$ cat src/rtl/adc_result_shifter_pkg.sv
package adc_result_shifter_pkg;

  typedef enum logic {
    TIMING_PLAIN = 1'b0,
    TIMING_FSYNC = 1'b1
  } timing_e;

  typedef enum logic {
    KIND_DATA = 1'b0,
    KIND_REG  = 1'b1
  } kind_e;

  typedef enum logic [1:0] {
    ST_IDLE  = 2'd0,
    ST_ARM   = 2'd1,
    ST_SHIFT = 2'd2,
    ST_DONE  = 2'd3
  } state_e;

endpackage

$ cat src/rtl/adc_result_shifter_sync.sv
module adc_result_shifter_sync #(
  parameter int   STAGES    = 2,
  parameter logic RESET_VAL = 1'b0
) (
  input  logic clk,
  input  logic rst_n,
  input  logic din,
  output logic level,
  output logic rise,
  output logic fall
);

  logic [STAGES-1:0] chain;
  logic              prev;

  generate
    if (STAGES == 1) begin : g_single
      always_ff @(posedge clk or negedge rst_n) begin
        if (!rst_n) chain <= RESET_VAL;
        else        chain <= din;
      end
    end else begin : g_multi
      always_ff @(posedge clk or negedge rst_n) begin
        if (!rst_n) chain <= {STAGES{RESET_VAL}};
        else        chain <= {chain[STAGES-2:0], din};
      end
    end
  endgenerate

  always_ff @(posedge clk or negedge rst_n) begin
    if (!rst_n) prev <= RESET_VAL;
    else        prev <= chain[STAGES-1];
  end

  assign level = chain[STAGES-1];
  assign rise  = level & ~prev;
  assign fall  = ~level & prev;

endmodule

$ cat src/rtl/adc_result_shifter_fmt.sv
module adc_result_shifter_fmt
  import adc_result_shifter_pkg::*;
#(
  parameter int DATA_W  = 12,
  parameter int FRAME_W = 16
) (
  input  logic [DATA_W-1:0]  result_word,
  input  logic [DATA_W-1:0]  reg_word,
  input  kind_e              kind,
  output logic [FRAME_W-1:0] frame
);

  localparam int PAD_W = FRAME_W - DATA_W;

  // result leads and zeros trail; R7: zeros lead and register trails
  always_comb begin
    case (kind)
      KIND_REG: frame = {{PAD_W{1'b0}}, reg_word};
      default:  frame = {result_word, {PAD_W{1'b0}}};
    endcase
  end

endmodule

$ cat src/rtl/adc_result_shifter_ctrl.sv
module adc_result_shifter_ctrl
  import adc_result_shifter_pkg::*;
#(
  parameter int FRAME_W = 16
) (
  input  logic               clk,
  input  logic               rst_n,
  input  logic               cs_lvl,
  input  logic               cs_fall,
  input  logic               fs_lvl,
  input  logic               sclk_rise,
  input  logic               sclk_fall,
  input  logic [FRAME_W-1:0] frame_in,
  input  kind_e              kind_in,
  output timing_e            timing_q,
  output kind_e              kind_q,
  output logic               sdo,
  output logic               sdo_oe
);

  localparam int CNT_W = $clog2(FRAME_W);
  localparam logic [CNT_W-1:0] LAST_POS = CNT_W'(FRAME_W - 1);

  state_e             state;
  logic [FRAME_W-1:0] shreg;
  logic [CNT_W-1:0]   sent;
  logic               launch;

  // the launch edge depends on the mode latched at the frame start
  assign launch = (timing_q == TIMING_FSYNC) ? sclk_fall : sclk_rise;

  always_ff @(posedge clk or negedge rst_n) begin
    if (!rst_n) begin
      state    <= ST_IDLE;
      shreg    <= '0;
      sent     <= '0;
      timing_q <= TIMING_PLAIN;
      kind_q   <= KIND_DATA;
    end else if (cs_lvl) begin
      // chip select high ends any frame at once
      state <= ST_IDLE;
      sent  <= '0;
    end else begin
      case (state)
        ST_IDLE: begin
          if (cs_fall) begin
            // word and kind are frozen here
            shreg  <= frame_in;
            kind_q <= kind_in;
            sent   <= '0;
            if (fs_lvl) begin
              timing_q <= TIMING_PLAIN;
              state    <= ST_SHIFT;
            end else begin
              timing_q <= TIMING_FSYNC;
              state    <= ST_ARM;
            end
          end
        end
        ST_ARM: begin
          if (sclk_fall && !fs_lvl) state <= ST_SHIFT;
        end
        ST_SHIFT: begin
          if (launch) begin
            if (sent == LAST_POS) begin
              state <= ST_DONE;
            end else begin
              sent  <= sent + 1'b1;
              shreg <= {shreg[FRAME_W-2:0], 1'b0};
            end
          end
        end
        default: state <= ST_DONE;
      endcase
    end
  end

  assign sdo_oe = (state == ST_SHIFT);
  assign sdo    = sdo_oe & shreg[FRAME_W-1];

endmodule

$ cat src/rtl/adc_result_shifter.sv
module adc_result_shifter
  import adc_result_shifter_pkg::*;
#(
  parameter int DATA_W      = 12,
  parameter int FRAME_W     = 16,
  parameter int SYNC_STAGES = 2
) (
  input  logic              clk,
  input  logic              rst_n,
  input  logic              cs_n,
  input  logic              fs,
  input  logic              sclk,
  input  logic [DATA_W-1:0] result_word,
  input  logic [DATA_W-1:0] reg_word,
  input  logic              frame_sel,
  output logic              sdo,
  output logic              sdo_oe
);

  logic cs_lvl, cs_rise, cs_fall;
  logic fs_lvl, fs_rise, fs_fall;
  logic sclk_lvl, sclk_rise, sclk_fall;
  logic unused_edges;
  logic [FRAME_W-1:0] frame;
  kind_e   kind_in;
  kind_e   kind_q;
  timing_e timing_q;

  assign unused_edges = ^{cs_rise, fs_rise, fs_fall, sclk_lvl};
  assign kind_in      = frame_sel ? KIND_REG : KIND_DATA;

  adc_result_shifter_sync #(.STAGES(SYNC_STAGES), .RESET_VAL(1'b1)) u_sync_cs (
    .clk(clk), .rst_n(rst_n), .din(cs_n),
    .level(cs_lvl), .rise(cs_rise), .fall(cs_fall)
  );

  adc_result_shifter_sync #(.STAGES(SYNC_STAGES), .RESET_VAL(1'b1)) u_sync_fs (
    .clk(clk), .rst_n(rst_n), .din(fs),
    .level(fs_lvl), .rise(fs_rise), .fall(fs_fall)
  );

  adc_result_shifter_sync #(.STAGES(SYNC_STAGES), .RESET_VAL(1'b0)) u_sync_sclk (
    .clk(clk), .rst_n(rst_n), .din(sclk),
    .level(sclk_lvl), .rise(sclk_rise), .fall(sclk_fall)
  );

  adc_result_shifter_fmt #(.DATA_W(DATA_W), .FRAME_W(FRAME_W)) u_fmt (
    .result_word(result_word),
    .reg_word   (reg_word),
    .kind       (kind_in),
    .frame      (frame)
  );

  adc_result_shifter_ctrl #(.FRAME_W(FRAME_W)) u_ctrl (
    .clk      (clk),
    .rst_n    (rst_n),
    .cs_lvl   (cs_lvl),
    .cs_fall  (cs_fall),
    .fs_lvl   (fs_lvl),
    .sclk_rise(sclk_rise),
    .sclk_fall(sclk_fall),
    .frame_in (frame),
    .kind_in  (kind_in),
    .timing_q (timing_q),
    .kind_q   (kind_q),
    .sdo      (sdo),
    .sdo_oe   (sdo_oe)
  );

endmodule

$ cat config.mk
export PLATFORM = sky130hd
export DESIGN_NAME = adc_result_shifter
export DESIGN_NICKNAME = d
export VERILOG_FILES = /design/src/rtl/adc_result_shifter_pkg.sv /design/src/rtl/adc_result_shifter_sync.sv /design/src/rtl/adc_result_shifter_fmt.sv /design/src/rtl/adc_result_shifter_ctrl.sv /design/src/rtl/adc_result_shifter.sv
export SDC_FILE = /design/constraint.sdc
export NUM_CORES = 1
export LEC_CHECK = 0
export BUFFER_PORTS_ARGS = -buffer_cell sky130_fd_sc_hd__buf_4
export CAP_MARGIN = 20
export CORE_MARGIN = 2
export CORE_UTILIZATION = 58
export CTS_BUF_LIST = sky130_fd_sc_hd__clkbuf_8 sky130_fd_sc_hd__clkbuf_16
export CTS_CLUSTER_DIAMETER = 100
export DETAILED_ROUTE_END_ITERATION = 10
export GPL_TIMING_DRIVEN = 0
export HOLD_SLACK_MARGIN = 0.06
export PLACE_DENSITY = 0.84
export SLEW_MARGIN = 20
export SYNTH_ARGS = -nofsm -noshare
export SYNTH_HDL_FRONTEND = slang
export SYNTH_SLANG_ARGS = --single-unit
$ cat constraint.sdc
create_clock -name clk -period 2.7 [get_ports clk]
set_input_delay 0.27 -clock clk [delete_from_list [all_inputs] [get_ports clk]]
set_output_delay 0.27 -clock clk [all_outputs]
set_load 0.1 [all_outputs]
Yosys cells after proc, flatten, opt, wreduce, memory -nomap -nowiden

Cells that the tools add are included.

Add/sub/neg operators: 1
Eq/ne operators: 11
Multiplexer cells: 20
Bitwise gates (word level): 7
Reduce and logical (&&, ||, !) cells: 9

Operators by type and width:

| kind                                                   | count |
|---|---|
| two-way mux 16 bit                                     | 4 |
| case mux 16 bit (2 select lines)                       | 1 |
| two-way mux 4 bit                                      | 4 |
| two-way mux 2 bit                                      | 6 |
| inequality test 3 bit (second input constant)          | 4 |
| case mux 4 bit (2 select lines)                        | 1 |
| AND reduction 4 bit                                    | 2 |
| inequality test 2 bit (second input constant)          | 3 |
| case mux 2 bit (3 select lines)                        | 1 |
| AND reduction 5 bit                                    | 1 |
| adder 4 x 1 -> 4 bit (second input constant)           | 1 |
| AND 1 bit                                              | 4 |
| == test 4 bit (second input constant)                  | 1 |
| two-way mux 1 bit                                      | 3 |
| inequality test 3 x 2 -> 1 bit (second input constant) | 1 |
| NOT 1 bit                                              | 3 |
| AND reduction 3 bit                                    | 1 |
| nonzero test 3 bit                                     | 1 |
| == test 2 x 1 -> 1 bit (second input constant)         | 1 |
| == test 2 bit (second input constant)                  | 1 |
| zero test 2 bit                                        | 1 |
| nonzero test 2 bit                                     | 1 |
| logical AND 1 bit                                      | 1 |
| zero test 1 bit                                        | 1 |

Register bits after elaboration: 31
Input port bits: 30
Output and inout port bits: 2
Logic and storage cells: 57

Logic depth before layout (Yosys ltp)

Depth after elaboration: 6
Mapped depth: 7
Gate-level depth less buffers: 5

By module

From an unflattened synthesis, not the netlist that was laid out.

Cells, all modules: 144
Area total of the unflattened synthesis: 1,794.2 um2

By module, submodules not included:

| module                                   | instances | cells each | area each (um2) | sequential area each (um2) |
|---|---|---|---|---|
| adc_result_shifter_ctrl                  | 1         | 111        | 1,342.5         | 600.6 |
| adc_result_shifter_sync at u_sync_cs ... | 2         | 5          | 93.8            | 78.8 |
| adc_result_shifter_fmt                   | 1         | 18         | 173.9           | 0.0 |
| adc_result_shifter_sync at u_sync_sclk   | 1         | 5          | 90.1            | 75.1 |

Worst setup path after synthesis

OpenSTA, ideal clock, no wires.

Kind: register -> output
From: register u_ctrl.state[0]
To: output sdo
Arrival: 2,620 ps
Data required time: 2,430 ps
Path slack: -190 ps
Cell stages (with the launch flop): 3
Path buffers: 1
Cells stage by stage: dfrtp_1 clkbuf_1 nor3_1

Longest elaborated chain between the ends: 2

RTL lines:

| element                | line                          | source |
|---|---|---|
| from (decl)            | adc_result_shifter_ctrl.sv:24 | `state_e state;` |
| from (signal assigned) | adc_result_shifter_ctrl.sv:34 | `state <= ST_IDLE;` |
| from (signal assigned) | adc_result_shifter_ctrl.sv:41 | `state <= ST_IDLE;` |
| from (signal assigned) | adc_result_shifter_ctrl.sv:53 | `state <= ST_SHIFT;` |
| == test 2 bit          | adc_result_shifter_ctrl.sv:78 | `assign sdo_oe = (state == ST_SHIFT);` |
| AND 1 bit              | adc_result_shifter_ctrl.sv:79 | `assign sdo = sdo_oe & shreg[FRAME_W-1];` |
| to (decl)              | adc_result_shifter.sv:16      | `output logic sdo,` |

Every way passes these cells.

Worst setup path in the final report

From: register u_ctrl.state[0]
To: output sdo_oe

Longest elaborated chain between the ends: 1

RTL lines:

| element       | line                          | source |
|---|---|---|
| == test 2 bit | adc_result_shifter_ctrl.sv:78 |  |
| to (decl)     | adc_result_shifter.sv:17      | `output logic sdo_oe` |

Every way passes these cells.

==> impl_metrics.json <==
{
  "syn_nets": 177,
  "synth-seq-cells": 31,
  "h-tree-depth": 2,
  "num_vias": 1272,
  "async_reset_ff_share_pct": 100,
  "netlist_top_cells_area": "dfrtp_1 41%, mux2_4 8.5%, dfstp_2 8.2%, mux2i_1 6.9%, o21ai_0 5.3%",
  "grt_overflow": 0,
  "yosysMostFrequentCell": "dfrtp_1",
  "holdCritPathClass": "in -> reg",
  "skew_ns": 0.00672,
  "wl_met2_um": 1710,
  "ys_types": 38,
  "p_total_uw": 1500,
  "timing.setup.tns_ns": 0,
  "p_per_area_nw_per_um2": 762,
  "route.met3.wl_um": 184,
  "crit_type": "reg -> out",
  "slowest_delay_ns": 0.35,
  "cts_buffer_depth": 2,
  "rows": 19,
  "startpoint_type": "flip-flop",
  "max-slew-margin-rel_pct": 58.8,
  "grt_pass1_wl_um": 5670,
  "power_leakage_uw": 0.000895,
  "synth_edf_count": 0,
  "final_max_slew_viol_count": 0,
  "path_delay_family": "buffers and inverters",
  "endpoint_kind": "output port",
  "wl_met1_um": 1400,
  "drt_wl_total_um": 3350,
  "status": "finished, final reports clean",
  "top_layer_used": "met4",
  "drive_gt1_share_pct": 32.4,
  "post-route-drc-count": 0,
  "synthCells": 146,
  "drv_cap": 0,
  "avgSynthCellArea_sq_um": 10.9,
  "cts_tree": "done",
  "drt-pass1-iter-count": 4,
  "worst-path-buf-inv": 4,
  "cp.required_ns": 2.43,
  "cp.arrival_ns": 1.97,
  "tightestPinTransition_ns": 0.610,
  "crit_fanout": 10,
  "crit_path_cell_trace": "clkbuf_1, nor2b_1, clkbuf_1, buf_2, buf_4",
  "clkSinkCount": 31,
  "cts_buffers": 5,
  "initial_utilization_pct": 59.3,
  "first_global_vias": 1334,
  "yosysWarnings": 0,
  "grt_max_degree": 32,
  "min_period_ns": 2.24,
  "rsz0062_at_grt": "false",
  "clock_latency_ns": 0.28,
  "ant_nets": 0,
  "post_cts_buffers": 0,
  "cts_root_buf": "clkbuf_8",
  "first_iter_violations": 45,
  "synth_top_flop_cell": "dfrtp_1",
  "fin_nets": 215,
  "io_buffers": 30,
  "hold_viol": 0,
  "track_usage_pct": 23.0,
  "clkTransAtPathRegs_ns": 0.06,
  "vias_per_cell": 5.89,
  "worst_ir_drop_vdd_mv": 0.614,
  "crit_slowest_cell": "dfrtp_1",
  "routedWlPerCell_um": 15.5,
  "maxClockFrequency_mhz": 446,
  "core-area_sq_um": 2690,
  "ys_top_cells_by_count": "26 x dfrtp_1, 17 x o21ai_0, 14 x nand2_1",
  "ios": 32,
  "yosys.area.top_type": "dfrtp_1",
  "fillers": 186,
  "synth.top_cell.area_share_pct": 40.8,
  "finalSetupViolCount": 0,
  "syn_area_sq_um": 1590,
  "fin_util_pct": 73.5,
  "min_period_over_period_pct": 83.1,
  "antenna_cells": 0,
  "place_hpwl_um": 2300,
  "crit_top_cell": "clkbuf_1",
  "ctsResizeCount": 0,
  "dieWidth_um": 56.4,
  "hold_buffers": 1,
  "antenna_found_initial": 0,
  "seq_area_frac_synth_pct": 49.1,
  "dieHeight_um": 56.4,
  "syn2layout_area_growth_pct": 23.8,
  "die_area_sq_um": 3180,
  "gp_congestion": 0.911,
  "whs_ns": 0.0978
}
## cell type report
cell class                 instances  area (sq um)  area share [%]
clock buffer                       7          96.3            4.88
timing repair buffer              31           235            11.9
inverter                           5          18.8           0.951
tap                               31          38.8            1.97
multi-input combinational         99           746            37.8
clock inverter                     1          3.75           0.190
sequential                        31           782            39.6
buffer                            11          52.6            2.66
## flip-flops by register name, indices dropped and copies added, names as in the netlist
register / count
u_sync_fs.chain: 2
u_sync_cs.prev: 1
u_ctrl.sent: 4
u_ctrl.state: 2
u_ctrl.timing_q: 1
u_sync_cs.chain: 2
u_sync_sclk.chain: 2
u_ctrl.shreg: 16
u_sync_sclk.prev: 1
## power by group
part | switching (uW) | leakage [uW] | internal, uW
clock | 163 | 0.0000557 | 228
sequential | 75.3 | 0.000382 | 599
combinational | 218 | 0.000457 | 221
## layer usage
metal / vias up / track usage [%]
li1: 603 / -
met1: 607 / 29.2
met2: 53 / 36.7
met3: 9 / 5.07
met4: 0 / 12.2
met5: - / 0
## path summary, 6_finish.rpt
path                                    start                  to  slack (ns)  cells past startpoint
setup / recovery              u_ctrl.state[0]              sdo_oe        0.46                      5
hold / removal                           cs_n  u_sync_cs.chain[0]         0.1                      1
setup reg to reg              u_ctrl.state[0]     u_ctrl.shreg[8]        0.69                      6
hold reg to reg            u_sync_fs.chain[0]  u_sync_fs.chain[1]        0.35                      0
max in group asynchronous               rst_n  u_sync_cs.chain[1]        1.92                      2
min in group asynchronous               rst_n    u_ctrl.shreg[14]        0.45                      2
## logic make-up after synthesis
kind of cell,after synthesis,share of synthesized area (%)
compound gates,37,15.4
fa+ha+maj,1,0.785
buf+inv,16,4.47
flops,31,49.1
mux,21,16.1
simple gates,40,14.2
## worst reg2reg max path: stages, from the launching register on
cell and delay (ns):
dfrtp_1 0.35, clkbuf_1 0.22, nor2b_1 0.20, clkbuf_1 0.32, clkbuf_1 0.36, o21ai_0 0.16, mux2_4 0.27
## layout by cell type (no fill, tap or decap), types with 2 or more instances in the layout
master and instances:
dfstp_2 5, clkbuf_8 7, buf_4 30, o21ai_0 17, clkbuf_1 6, o31ai_1 4, nand2b_1 2, mux2i_1 11
nand2_1 14, mux2_4 9, nand3b_1 2, a21oi_1 6, buf_2 3, inv_1 6, nor3b_1 5, o41ai_1 3
nor2_1 4, nand3_1 2, dfrtp_1 26
## stage by stage
stage               worst slack [ns]  cells  instance area [sq um]
global placement               0.826    207                   1860
global route                   0.348    216                   1970
CTS                            0.480    216                   1970
finish                         0.457    216                   1970
floorplan                      0.668    146                   1600
detailed placement             0.768    207                   1860
Note: power is estimated with default switching activity, not from simulation.
